## config.mk

```make
export PLATFORM = sky130hd
export DESIGN_NAME = ppio_core
export DESIGN_NICKNAME = d
export VERILOG_FILES = /design/src/rtl/ppio_pkg.sv /design/src/rtl/ppio_ctrl_reg.sv /design/src/rtl/ppio_port.sv /design/src/rtl/ppio_rdmux.sv /design/src/rtl/ppio_core.sv
export SDC_FILE = /design/constraint.sdc
export NUM_CORES = 1
export LEC_CHECK = 0
export ABC_AREA = 1
export BUFFER_PORTS_ARGS = -buffer_cell sky130_fd_sc_hd__buf_2
export CAP_MARGIN = 5
export CORE_MARGIN = 10
export CORE_UTILIZATION = 40
export CTS_CLUSTER_SIZE = 24
export DETAILED_ROUTE_END_ITERATION = 16
export PLACE_DENSITY = 0.79
export SLEW_MARGIN = 20
export SYNTH_ARGS = -nofsm -noshare
export SYNTH_HDL_FRONTEND = slang
export SYNTH_SLANG_ARGS = --single-unit
```

## constraint.sdc

```tcl
create_clock -name clk -period 1.3 [get_ports clk]
set_input_delay 0 -clock clk [delete_from_list [all_inputs] [get_ports clk]]
set_output_delay 0 -clock clk [all_outputs]
set_load 0.005 [all_outputs]
```

## src/rtl/ppio_pkg.sv

```systemverilog
package ppio_pkg;

  typedef enum logic [1:0] {
    SEL_A    = 2'b00,
    SEL_B    = 2'b01,
    SEL_C    = 2'b10,
    SEL_CTRL = 2'b11
  } ppio_sel_e;

  typedef struct packed {
    logic a_in;
    logic ch_in;
    logic b_in;
    logic cl_in;
  } ppio_dir_t;

  localparam ppio_dir_t DIR_RESET = '{a_in: 1'b1, ch_in: 1'b1, b_in: 1'b1, cl_in: 1'b1};

  // Only simple-mode words are taken: flag bit set, mode fields zero.
  function automatic logic ctrl_ok(input logic [7:0] w);
    return w[7] && (w[6:5] == 2'b00) && !w[2];
  endfunction

  function automatic ppio_dir_t ctrl_to_dir(input logic [7:0] w);
    ppio_dir_t d;
    d.a_in  = w[4];
    d.ch_in = w[3];
    d.b_in  = w[1];
    d.cl_in = w[0];
    return d;
  endfunction

  function automatic logic [7:0] dir_to_ctrl(input ppio_dir_t d);
    return {1'b1, 2'b00, d.a_in, d.ch_in, 1'b0, d.b_in, d.cl_in};
  endfunction

endpackage

```

## src/rtl/ppio_ctrl_reg.sv

```systemverilog
module ppio_ctrl_reg
  import ppio_pkg::*;
(
  input  logic       clk,
  input  logic       rst,
  input  logic       we,
  input  logic [7:0] wdata,
  output ppio_dir_t  dir,
  output logic [7:0] rview
);

  ppio_dir_t dir_q;

  always_ff @(posedge clk) begin
    if (rst) begin
      dir_q <= DIR_RESET;
    end else if (we && ctrl_ok(wdata)) begin
      dir_q <= ctrl_to_dir(wdata);
    end
  end

  assign dir   = dir_q;
  assign rview = dir_to_ctrl(dir_q);

endmodule

```

## src/rtl/ppio_port.sv

```systemverilog
module ppio_port #(
  parameter int W   = 8,
  parameter int GRP = 1
) (
  input  logic           clk,
  input  logic           rst,
  input  logic           we,
  input  logic [W-1:0]   wdata,
  input  logic [GRP-1:0] dir_in,
  input  logic [W-1:0]   pins,
  output logic [W-1:0]   lat,
  output logic [W-1:0]   oe,
  output logic [W-1:0]   rview
);

  localparam int GW = W / GRP;

  logic [W-1:0] lat_q;

  always_ff @(posedge clk) begin
    if (rst) begin
      lat_q <= '0;
    end else if (we) begin
      lat_q <= wdata;
    end
  end

  assign lat = lat_q;

  for (genvar g = 0; g < GRP; g++) begin : g_grp
    assign oe[g*GW +: GW]    = {GW{~dir_in[g]}};
    assign rview[g*GW +: GW] = dir_in[g] ? pins[g*GW +: GW] : lat_q[g*GW +: GW];
  end

endmodule

```

## src/rtl/ppio_rdmux.sv

```systemverilog
module ppio_rdmux
  import ppio_pkg::*;
#(
  parameter int W = 8
) (
  input  ppio_sel_e    sel,
  input  logic [W-1:0] a_v,
  input  logic [W-1:0] b_v,
  input  logic [W-1:0] c_v,
  input  logic [7:0]   ctrl_v,
  output logic [W-1:0] data
);

  always_comb begin
    unique case (sel)
      SEL_A:   data = a_v;
      SEL_B:   data = b_v;
      SEL_C:   data = c_v;
      default: data = W'(ctrl_v);
    endcase
  end

endmodule

```

## src/rtl/ppio_core.sv

```systemverilog
module ppio_core
  import ppio_pkg::*;
#(
  parameter int W = 8
) (
  input  logic         clk,
  input  logic         rst,
  input  logic         sel_n,
  input  logic         rd_n,
  input  logic         wr_n,
  input  logic [1:0]   addr,
  input  logic [W-1:0] wdata,
  output logic [W-1:0] rdata,
  input  logic [W-1:0] pa_pins,
  output logic [W-1:0] pa_out,
  output logic [W-1:0] pa_oe,
  input  logic [W-1:0] pb_pins,
  output logic [W-1:0] pb_out,
  output logic [W-1:0] pb_oe,
  input  logic [W-1:0] pc_pins,
  output logic [W-1:0] pc_out,
  output logic [W-1:0] pc_oe
);

  ppio_sel_e    sel;
  logic         wr_act, rd_act;
  ppio_dir_t    dir;
  logic [7:0]   ctrl_v;
  logic [W-1:0] a_v, b_v, c_v, rd_mux;
  logic [W-1:0] rdata_q;

  assign sel    = ppio_sel_e'(addr);
  assign wr_act = ~sel_n & ~wr_n;
  assign rd_act = ~sel_n & ~rd_n;

  ppio_ctrl_reg u_ctrl (
    .clk   (clk),
    .rst   (rst),
    .we    (wr_act && sel == SEL_CTRL),
    .wdata (wdata[7:0]),
    .dir   (dir),
    .rview (ctrl_v)
  );

  ppio_port #(.W(W), .GRP(1)) u_pa (
    .clk    (clk),
    .rst    (rst),
    .we     (wr_act && sel == SEL_A),
    .wdata  (wdata),
    .dir_in (dir.a_in),
    .pins   (pa_pins),
    .lat    (pa_out),
    .oe     (pa_oe),
    .rview  (a_v)
  );

  ppio_port #(.W(W), .GRP(1)) u_pb (
    .clk    (clk),
    .rst    (rst),
    .we     (wr_act && sel == SEL_B),
    .wdata  (wdata),
    .dir_in (dir.b_in),
    .pins   (pb_pins),
    .lat    (pb_out),
    .oe     (pb_oe),
    .rview  (b_v)
  );

  ppio_port #(.W(W), .GRP(2)) u_pc (
    .clk    (clk),
    .rst    (rst),
    .we     (wr_act && sel == SEL_C),
    .wdata  (wdata),
    .dir_in ({dir.ch_in, dir.cl_in}),
    .pins   (pc_pins),
    .lat    (pc_out),
    .oe     (pc_oe),
    .rview  (c_v)
  );

  ppio_rdmux #(.W(W)) u_mux (
    .sel    (sel),
    .a_v    (a_v),
    .b_v    (b_v),
    .c_v    (c_v),
    .ctrl_v (ctrl_v),
    .data   (rd_mux)
  );

  always_ff @(posedge clk) begin
    if (rst) begin
      rdata_q <= '0;
    end else if (rd_act) begin
      rdata_q <= rd_mux;
    end
  end

  assign rdata = rdata_q;

endmodule

```

==> out/summary.md, run 1 <==
The flow ran to the end, and the final reports show no timing, DRC or antenna violations. Using the TritonRoute via totals, the vias-per-cell ratio works out to 4.81. Routability-driven placement finished with a final weighted congestion of 0.902.

Combinational logic burns 13.9% of the power. The count of nets after finishing is 406, and the total global-route track usage is 15.5%. The first detailed-routing pass ran for 4 iterations. Traced cell by cell, the critical path runs through inv_1 -> buf_4 -> buf_2. Yosys printed 0 warnings.

The effective utilization at floorplan was 41.7%. The floorplan step defined a die boundary enclosing 8170 um2. Between clock sinks in the finished design, the worst skew comes to 3.00 ps. Including well taps, the total number of placed cells is 426. In this run, distinct cell masters in the synthesized netlist total 23. For this design the total switching power over the nets is 0.000650 W.

Summing every instance area after synthesis gives 1980 um2. Transition time at the pin with the least slew margin: 373 ps. Sequential cells account for 44.4% of the total power. The standard cell with the maximum stage delay on the critical path was sky130_fd_sc_hd__dfxtp_1.

The count of standard-cell rows came out at 25. For hold timing, the worst endpoint is u_ctrl.dir[0]. The relative slew slack is 75.1%. For the final standard cell count with taps included and fillers excluded, the log shows 435. The utilization after layout was 53.4%; the proportion of layout cells with a drive suffix above 1 was 34.2%. The area share of the leading cell type in the synthesized netlist was 36.3%; the overall die width was 90.4 um. After detailed routing, the number of remaining DRC violations is 0. The detailed router finished its first iteration with 189 violations. The worst path uses 93.7% of the clock period. The tools report the number of setup violations in the final report as 0. The repair_antennas step left the layout with diodes totalling 0. The tools report the maximum number of pins on one net before global-route repair as 24. Dominant combinational cell family by area after synthesis: simple AND/OR/NAND/NOR gates. Of the total synthesized cell area, the portion taken by XOR and XNOR cells is 0%. The top achievable clock speed is 0.821 GHz. In the final routed layout, each cell accounts on average for 15.3 um. Summed over all failing endpoints, the final setup total negative slack is 0 ps. Setup repair after global routing left no endpoint under its margin. The run gives 2,063 as the number of global-route vias before repair. The die height came out at 90.4 um.

Ranked by total cell area, the synthesized netlist is headed by sky130_fd_sc_hd__dfxtp_1 36%, sky130_fd_sc_hd__nand2_1 12%, sky130_fd_sc_hd__a21oi_1 9.3%, sky130_fd_sc_hd__buf_4 7.6%, sky130_fd_sc_hd__inv_1 7.6%. The half-perimeter wire length of the detailed placement result was 5.43 mm; the total detailed-routing wirelength was 6.65 mm. The tools report the number of sinks on the clock net as 36. Clock-pin slew was measured on the worst setup and hold paths at 70 ps.

For the number of CTS-inserted buffers, the log shows 5. In this run switching power makes up 24.8% of total power. The tools report the met2 layer wire length in the routed design as 3.04 mm. The worst hold path belongs to the class in2reg. The region available for standard cell placement spans 4750 um2. Synthesis produced a netlist whose cell count is 286. The setup path with the least slack is of type reg2out. The buffer and inverter count on the worst path works out to 3. The maximum number of buffers from clock root to sink was 2. The tools report the total count of max-transition violations in the final report as 0. In this run the critical register-to-register path is launched from u_ctrl.dir[3]. Data on the critical path is required at its endpoint by 1300 ps. Pin placement for this block handled 95 I/O pins. The clock power share is 41.7%. Averaged over all synthesized cells, the footprint is 6.93 um2.

The logs give 0 for the initial antenna violation count and 2 for the number of H-tree levels. The later pin in the worst-skew pair is clocked with a latency of 290 ps. The run gives 1220 ps as the worst path arrival time. The cell taking the most area after synthesis is sky130_fd_sc_hd__dfxtp_1.

The number of cells on the worst reg-to-reg path is 7. The tools report the minimum setup slack among reg-to-reg paths as 120 ps. The detailed router used layers up to and including met4. The overall overflow remaining after global route was 0. In this design, the largest share of critical-path delay is due to buffers and inverters. For the routed via count, the log shows 2,093.

TritonCTS built the clock tree. The tools report the clock tree root driver cell as sky130_fd_sc_hd__clkbuf_8. The proportion of synthesized chip area in sequential cells was 36.3%; the total power per unit cell area was 1030 nW/um2. The leakage power summed over all cells was 1.33 nW.

The worst setup path is launched from a register. Summing the areas of all and, or, nand and nor instances in the mapped netlist gives 22.9% of the synthesized area. In this run the worst path has a maximum fanout of 13. The run gives 0 as the final-report hold violation count. The capturing element type of the critical path was a primary output.

After detailed routing, the met3 layer carries 582 um of wire. Across the run, the number of max-cap violations was 0. The synthesized netlist devotes 21.6% of its cell area to compound gates. The internal power of the cells totals 0.00197 W.

The endpoint identified for the worst register-to-register timing path is rdata[5]. The clock period minus worst slack is 1220 ps, and the final antenna-violating net count is 0. The tools report the sum of routed wire segments on met1 as 2.95 mm.

The worst hold path begins at wdata[0]. The largest single stage delay on the critical path is 310 ps. The number of synthesized register bits works out to 36.

Counting every net in the synthesized netlist gives 325. The post-synthesis mux area share was 0%. The first global-routing pass estimated 10.4 mm of wire. The peak ir drop on the vdd network came out at 0.000458 V.

The worst hold path passes through 3 cells. The count of input and output buffers is 94. Relative to the synthesized area, the layout overhead comes to 27.9%. The adder and majority gate portion of the synthesized area works out to 0%.
## placed cells by master, fill, tap and decap left out, drive strengths merged
cell           n
dlygate4sd3    1
o21ai         35
buf          102
nand2         71
nor2           7
a21oi         37
nor3           1
nand3         16
o211ai         9
bufinv         1
inv           42
clkbuf         7
clkinv         2
or2            1
dfxtp         36
## through the flow
stage / setup slack (ps) / area (um2) / total power [W] / hold WS (ps)
floorplan: 120 / 1980 / 0.00137 / 130
global placement: 125 / 2400 / 0.00155 / 285
detailed placement: 72.2 / 2400 / 0.00155 / 293
CTS: 88.7 / 2540 / 0.00263 / 2.93
global route: 14.6 / 2540 / 0.00272 / 22.0
finish: 82.3 / 2540 / 0.00262 / 12.1
## cells by family (layout without fill, tap and decap cells)
kind of cell           after synthesis  after routing
and+or+nand+nor                     96             96
AOI/OAI and AO/OA                   81             81
buffers and inverters               73            155
DFF                                 36             36
## Yosys cell counts
| master | count |
|---|---|
| sky130_fd_sc_hd__nand2_1 | 66 |
| sky130_fd_sc_hd__nor2_4 | 3 |
| sky130_fd_sc_hd__nor2_2 | 1 |
| sky130_fd_sc_hd__nor2_8 | 1 |
| sky130_fd_sc_hd__o21ai_0 | 29 |
| sky130_fd_sc_hd__a21oi_1 | 37 |
| sky130_fd_sc_hd__nand2_2 | 4 |
| sky130_fd_sc_hd__buf_4 | 20 |
| sky130_fd_sc_hd__o211ai_1 | 9 |
| sky130_fd_sc_hd__clkinv_1 | 1 |
| sky130_fd_sc_hd__nor3_4 | 1 |
| sky130_fd_sc_hd__dfxtp_1 | 36 |
| sky130_fd_sc_hd__inv_1 | 40 |
| sky130_fd_sc_hd__o21ai_1 | 6 |
| sky130_fd_sc_hd__nand2_4 | 1 |
| sky130_fd_sc_hd__buf_2 | 3 |
| sky130_fd_sc_hd__nand3_1 | 16 |
| sky130_fd_sc_hd__buf_6 | 3 |
| sky130_fd_sc_hd__or2_2 | 1 |
| sky130_fd_sc_hd__nor2_1 | 2 |
| sky130_fd_sc_hd__clkinv_4 | 1 |
| sky130_fd_sc_hd__inv_2 | 2 |
| sky130_fd_sc_hd__clkbuf_1 | 3 |
## flip-flops by register name (all words and copies together), names as in the netlist
register    cells
rdata           8
u_ctrl.dir      4
u_pa.lat        8
u_pb.lat        8
u_pc.lat        8
## worst max-delay path by stage
stage,from,to,cells past startpoint
floorplan,u_ctrl.dir[1],rdata[4],7
global placement,u_ctrl.dir[3],rdata[7],5
detailed placement,u_ctrl.dir[3],rdata[7],5
CTS,u_ctrl.dir[1],pb_oe[6],3
global route,u_ctrl.dir[1],pb_oe[6],3
finish,u_ctrl.dir[1],pb_oe[7],3
## final cells by class
| class | instances | area (um2) |
|---|---|---|
| Fill cell | 484 | 2220 |
| Multi-Input combinational cell | 177 | 882 |
| Sequential cell | 36 | 721 |
| Tap cell | 67 | 83.8 |
| Clock inverter | 1 | 30.0 |
| Timing Repair Buffer | 103 | 553 |
| Clock buffer | 7 | 96.3 |
| Inverter | 44 | 171 |
## power groups by stage
stage	clock, W	sequential, W	combinational [W]
floorplan	0	0.00119	0.000177
global placement	0	0.00119	0.000359
detailed placement	0	0.00119	0.000360
CTS	0.00110	0.00116	0.000364
global route	0.00116	0.00117	0.000402
finish	0.00109	0.00116	0.000363
## worst reg2reg max path: stages (launching register included)
cell                      delay (ps)
sky130_fd_sc_hd__dfxtp_1         400
sky130_fd_sc_hd__buf_4           190
sky130_fd_sc_hd__nand2_1          50
sky130_fd_sc_hd__o21ai_0          80
sky130_fd_sc_hd__nand2_1         110
sky130_fd_sc_hd__nand3_1         100
sky130_fd_sc_hd__nand2_1          70
sky130_fd_sc_hd__a21oi_1         120
## per-layer routing
layer  global-route usage, %  vias to the layer above
li1                        -                     1063
met1                    19.2                      916
met2                    24.8                      107
met3                    5.15                        7
met4                    4.51                        0
met5                       0                        -
## timing repair
action / 4_1_cts / 5_1_grt
gates resized for setup: 1 / 0
hold buffers: 1 / 0
endpoints found under the hold margin: 1 / 0
setup endpoints to repair: 4 / 0
buffers inserted: 0 / 0
Note: power is estimated with default switching activity, not from simulation.
==> run 2, diff against run 1 <==
Settings changed: HOLD_SLACK_MARGIN set to 0.12.
==> out/summary.md, run 2 (same netlist as run 1, synthesis figures left out) <==
The post-synthesis to final-layout area growth is 35.9% (was 27.9%), and the clock period minus worst slack is 1270 ps (was 1220 ps). The run finished with clean final reports. The most frequent standard cell in the layout excluding fill and tap cells was sky130_fd_sc_hd__buf_2 (unchanged). The total power per unit cell area is 988 nW/um2 (was 1030 nW/um2), and the post-route clock period utilization is 98.0% (was 93.7%). The first-pass GRT wire length was 10.6 mm (was 10.4 mm).

The logs give 0 (unchanged) for the total count of max-transition violations in the final report and 0.902 (unchanged) for the placer congestion estimate. Initial antenna violation count: 0 (unchanged). Leading cell types in the layout, fill and taps excluded: 94 x sky130_fd_sc_hd__buf_2, 66 x sky130_fd_sc_hd__nand2_1, 39 x sky130_fd_sc_hd__inv_1 (was 94 x sky130_fd_sc_hd__buf_2, 66 x sky130_fd_sc_hd__nand2_1, 40 x sky130_fd_sc_hd__inv_1). Launching element type of the critical path: an input port (was a register). The die area was 8170 um2 (unchanged). Register area: 721 um2 (unchanged). Final standard cell count with taps included and fillers excluded: 451 (was 435). The type of the worst setup path is in2reg (was reg2out). The worst endpoint required time is 1530 ps (was 1300 ps), and the final-report hold violation count is 0 (unchanged). The peak ir drop on the vdd network is 0.000464 V (was 0.000458 V), and the number of H-tree levels is 2 (unchanged).

The logs give 95 (unchanged) for the boundary pin count and 41.7% (unchanged) for the effective utilization at floorplan. The clock-pin slew reported for the worst setup and hold paths after clock tree synthesis was 70 ps (about the same); the maximum number of pins on one net before global-route repair was 24 (unchanged). The logs give 15.8% (was 15.5%) for the total global-route track usage and 0 (unchanged) for the number of diodes added for antenna fixing. The area of the core is 4750 um2 (unchanged). The tools report the violation count after the first detailed-route iteration as 176 (was 189). Number of fillers in the final layout: 464 (was 484).

TritonCTS built the clock tree. The transition time at the pin with the least slew margin works out to 389 ps (was 373 ps). The clock tree root driver cell is sky130_fd_sc_hd__clkbuf_8 (unchanged). The number of sinks on the clock net is 36 (unchanged).

The overall die width was 90.4 um (unchanged). For the number of violations of the max-capacitance limit, the log shows 0 (unchanged). The tools report the setup TNS after final layout as 0 ps (unchanged). The die height was 90.4 um (unchanged); the top achievable clock speed was 0.785 GHz (was 0.821 GHz). The number of global-route vias before repair is 2,106 (was 2,063), and the multi-input logic area is 886 um2 (was 882 um2).

The detail-routed via count per cell is 4.82 (was 4.81), and the overall overflow remaining after global route is 0 (unchanged). Proportion of layout cells with a drive suffix above 1: 34.4% (was 34.2%). The run gives 1510 ps (was 1220 ps) as the worst path arrival time. The tools report the capturing element type of the critical path as a register (was a primary output).

The number of optimization iterations in the first detailed-route pass was 4 (unchanged). The half-perimeter wire length of the detailed placement result was 5.43 mm (unchanged); the count of input and output buffers was 94 (unchanged). The clock insertion delay at the later pin of the skew report came out at 300 ps (was 290 ps).

The tools report the total detailed-routing wirelength as 6.92 mm (was 6.65 mm). The run gives 4.04 ps (was 3.00 ps) as the final clock skew. The tools report the number of instances in the placed design as 426 (unchanged). The path class of the lowest-slack min-delay path was in2reg (unchanged). The remaining design rule violation count is 0 (unchanged). The run gives 422 (was 406) as the count of nets after finishing. The leakage power summed over all cells is 1.40 nW (was 1.33 nW).

The reg-to-reg critical path startpoint is u_ctrl.dir[2] (was u_ctrl.dir[3]). The average wire length per cell after detail routing was 15.3 um (about the same); the utilization after layout was 56.7% (was 53.4%). The relative slew slack was 74.1% (was 75.1%); the number of CTS-inserted buffers was 5 (unchanged). The launch instance of the worst min-delay path was pc_pins[7] (was wdata[0]). The minimum setup slack among reg-to-reg paths came out at 100 ps (was 120 ps). The final antenna-violating net count was 0 (unchanged); the maximum fanout encountered on the critical timing path was 8 (was 13).

The tools report the count of standard-cell rows as 25 (unchanged). Launch point of the worst path: sel_n (was u_ctrl.dir[1]). For the maximum number of buffers from clock root to sink, the log shows 2 (unchanged).

Number of setup violations in the final report: 0 (unchanged). The routed via count is 2,173 (was 2,093).
-- run 2: per-stage QoR --
stage               power [W]  worst slack (ps)  area (um2)  hold slack (ps)
finish                0.00266              26.6        2700              129
global placement      0.00155               125        2400              285
floorplan             0.00137               120        1980              130
detailed placement    0.00155              72.2        2400              293
global route          0.00276             -21.5        2700              166
CTS                   0.00266              50.4        2660              133
-- run 2: worst max-delay path: stages --
cell and delay [ps]:
sky130_fd_sc_hd__buf_2 130, sky130_fd_sc_hd__dlygate4sd3_1 590, sky130_fd_sc_hd__nor2_4 170, sky130_fd_sc_hd__clkinvlp_4 210, sky130_fd_sc_hd__a21oi_1 180, sky130_fd_sc_hd__o21ai_0 100
sky130_fd_sc_hd__a21oi_1 120
-- run 2: area by class of cell --
| type | instances | share of cell area, % |
|---|---|---|
| Clock inverter | 1 | 1.11 |
| Multi-Input combinational cell | 177 | 32.9 |
| Tap cell | 67 | 3.11 |
| Inverter | 44 | 6.50 |
| Clock buffer | 7 | 3.57 |
| Timing Repair Buffer | 119 | 26.1 |
| Sequential cell | 36 | 26.7 |
-- run 2: repair_timing --
item,in CTS,in global routing
pin swaps,0,2
hold buffers,13,0
buffers inserted,0,4
resized for setup,1,2
hold endpoints to repair,35,0
endpoints found under the setup margin,4,5
-- run 2: power breakdown --
part,internal (W),total [W],switching (W)
sequential,0.00114,0.00116,0.0000209
combinational,0.000179,0.000403,0.000224
clock,0.000677,0.00110,0.000419
total,0.00200,0.00266,0.000665
-- run 2: path summary, 6_finish.rpt --
kind              cells after the start           to
setup / recovery                      7     rdata[4]
hold / removal                        5     rdata[7]
hold reg to reg                       2  u_pb.lat[5]
setup reg to reg                      6     rdata[4]
-- run 2: layer usage --
layer  share of wire [%]  vias up  track usage (%)
met5                   0        -                0
met4                 1.2        0             4.51
met3                  11        8             5.40
met2                  47      119             25.6
met1                  41      952             19.2
li1                    -     1094                -
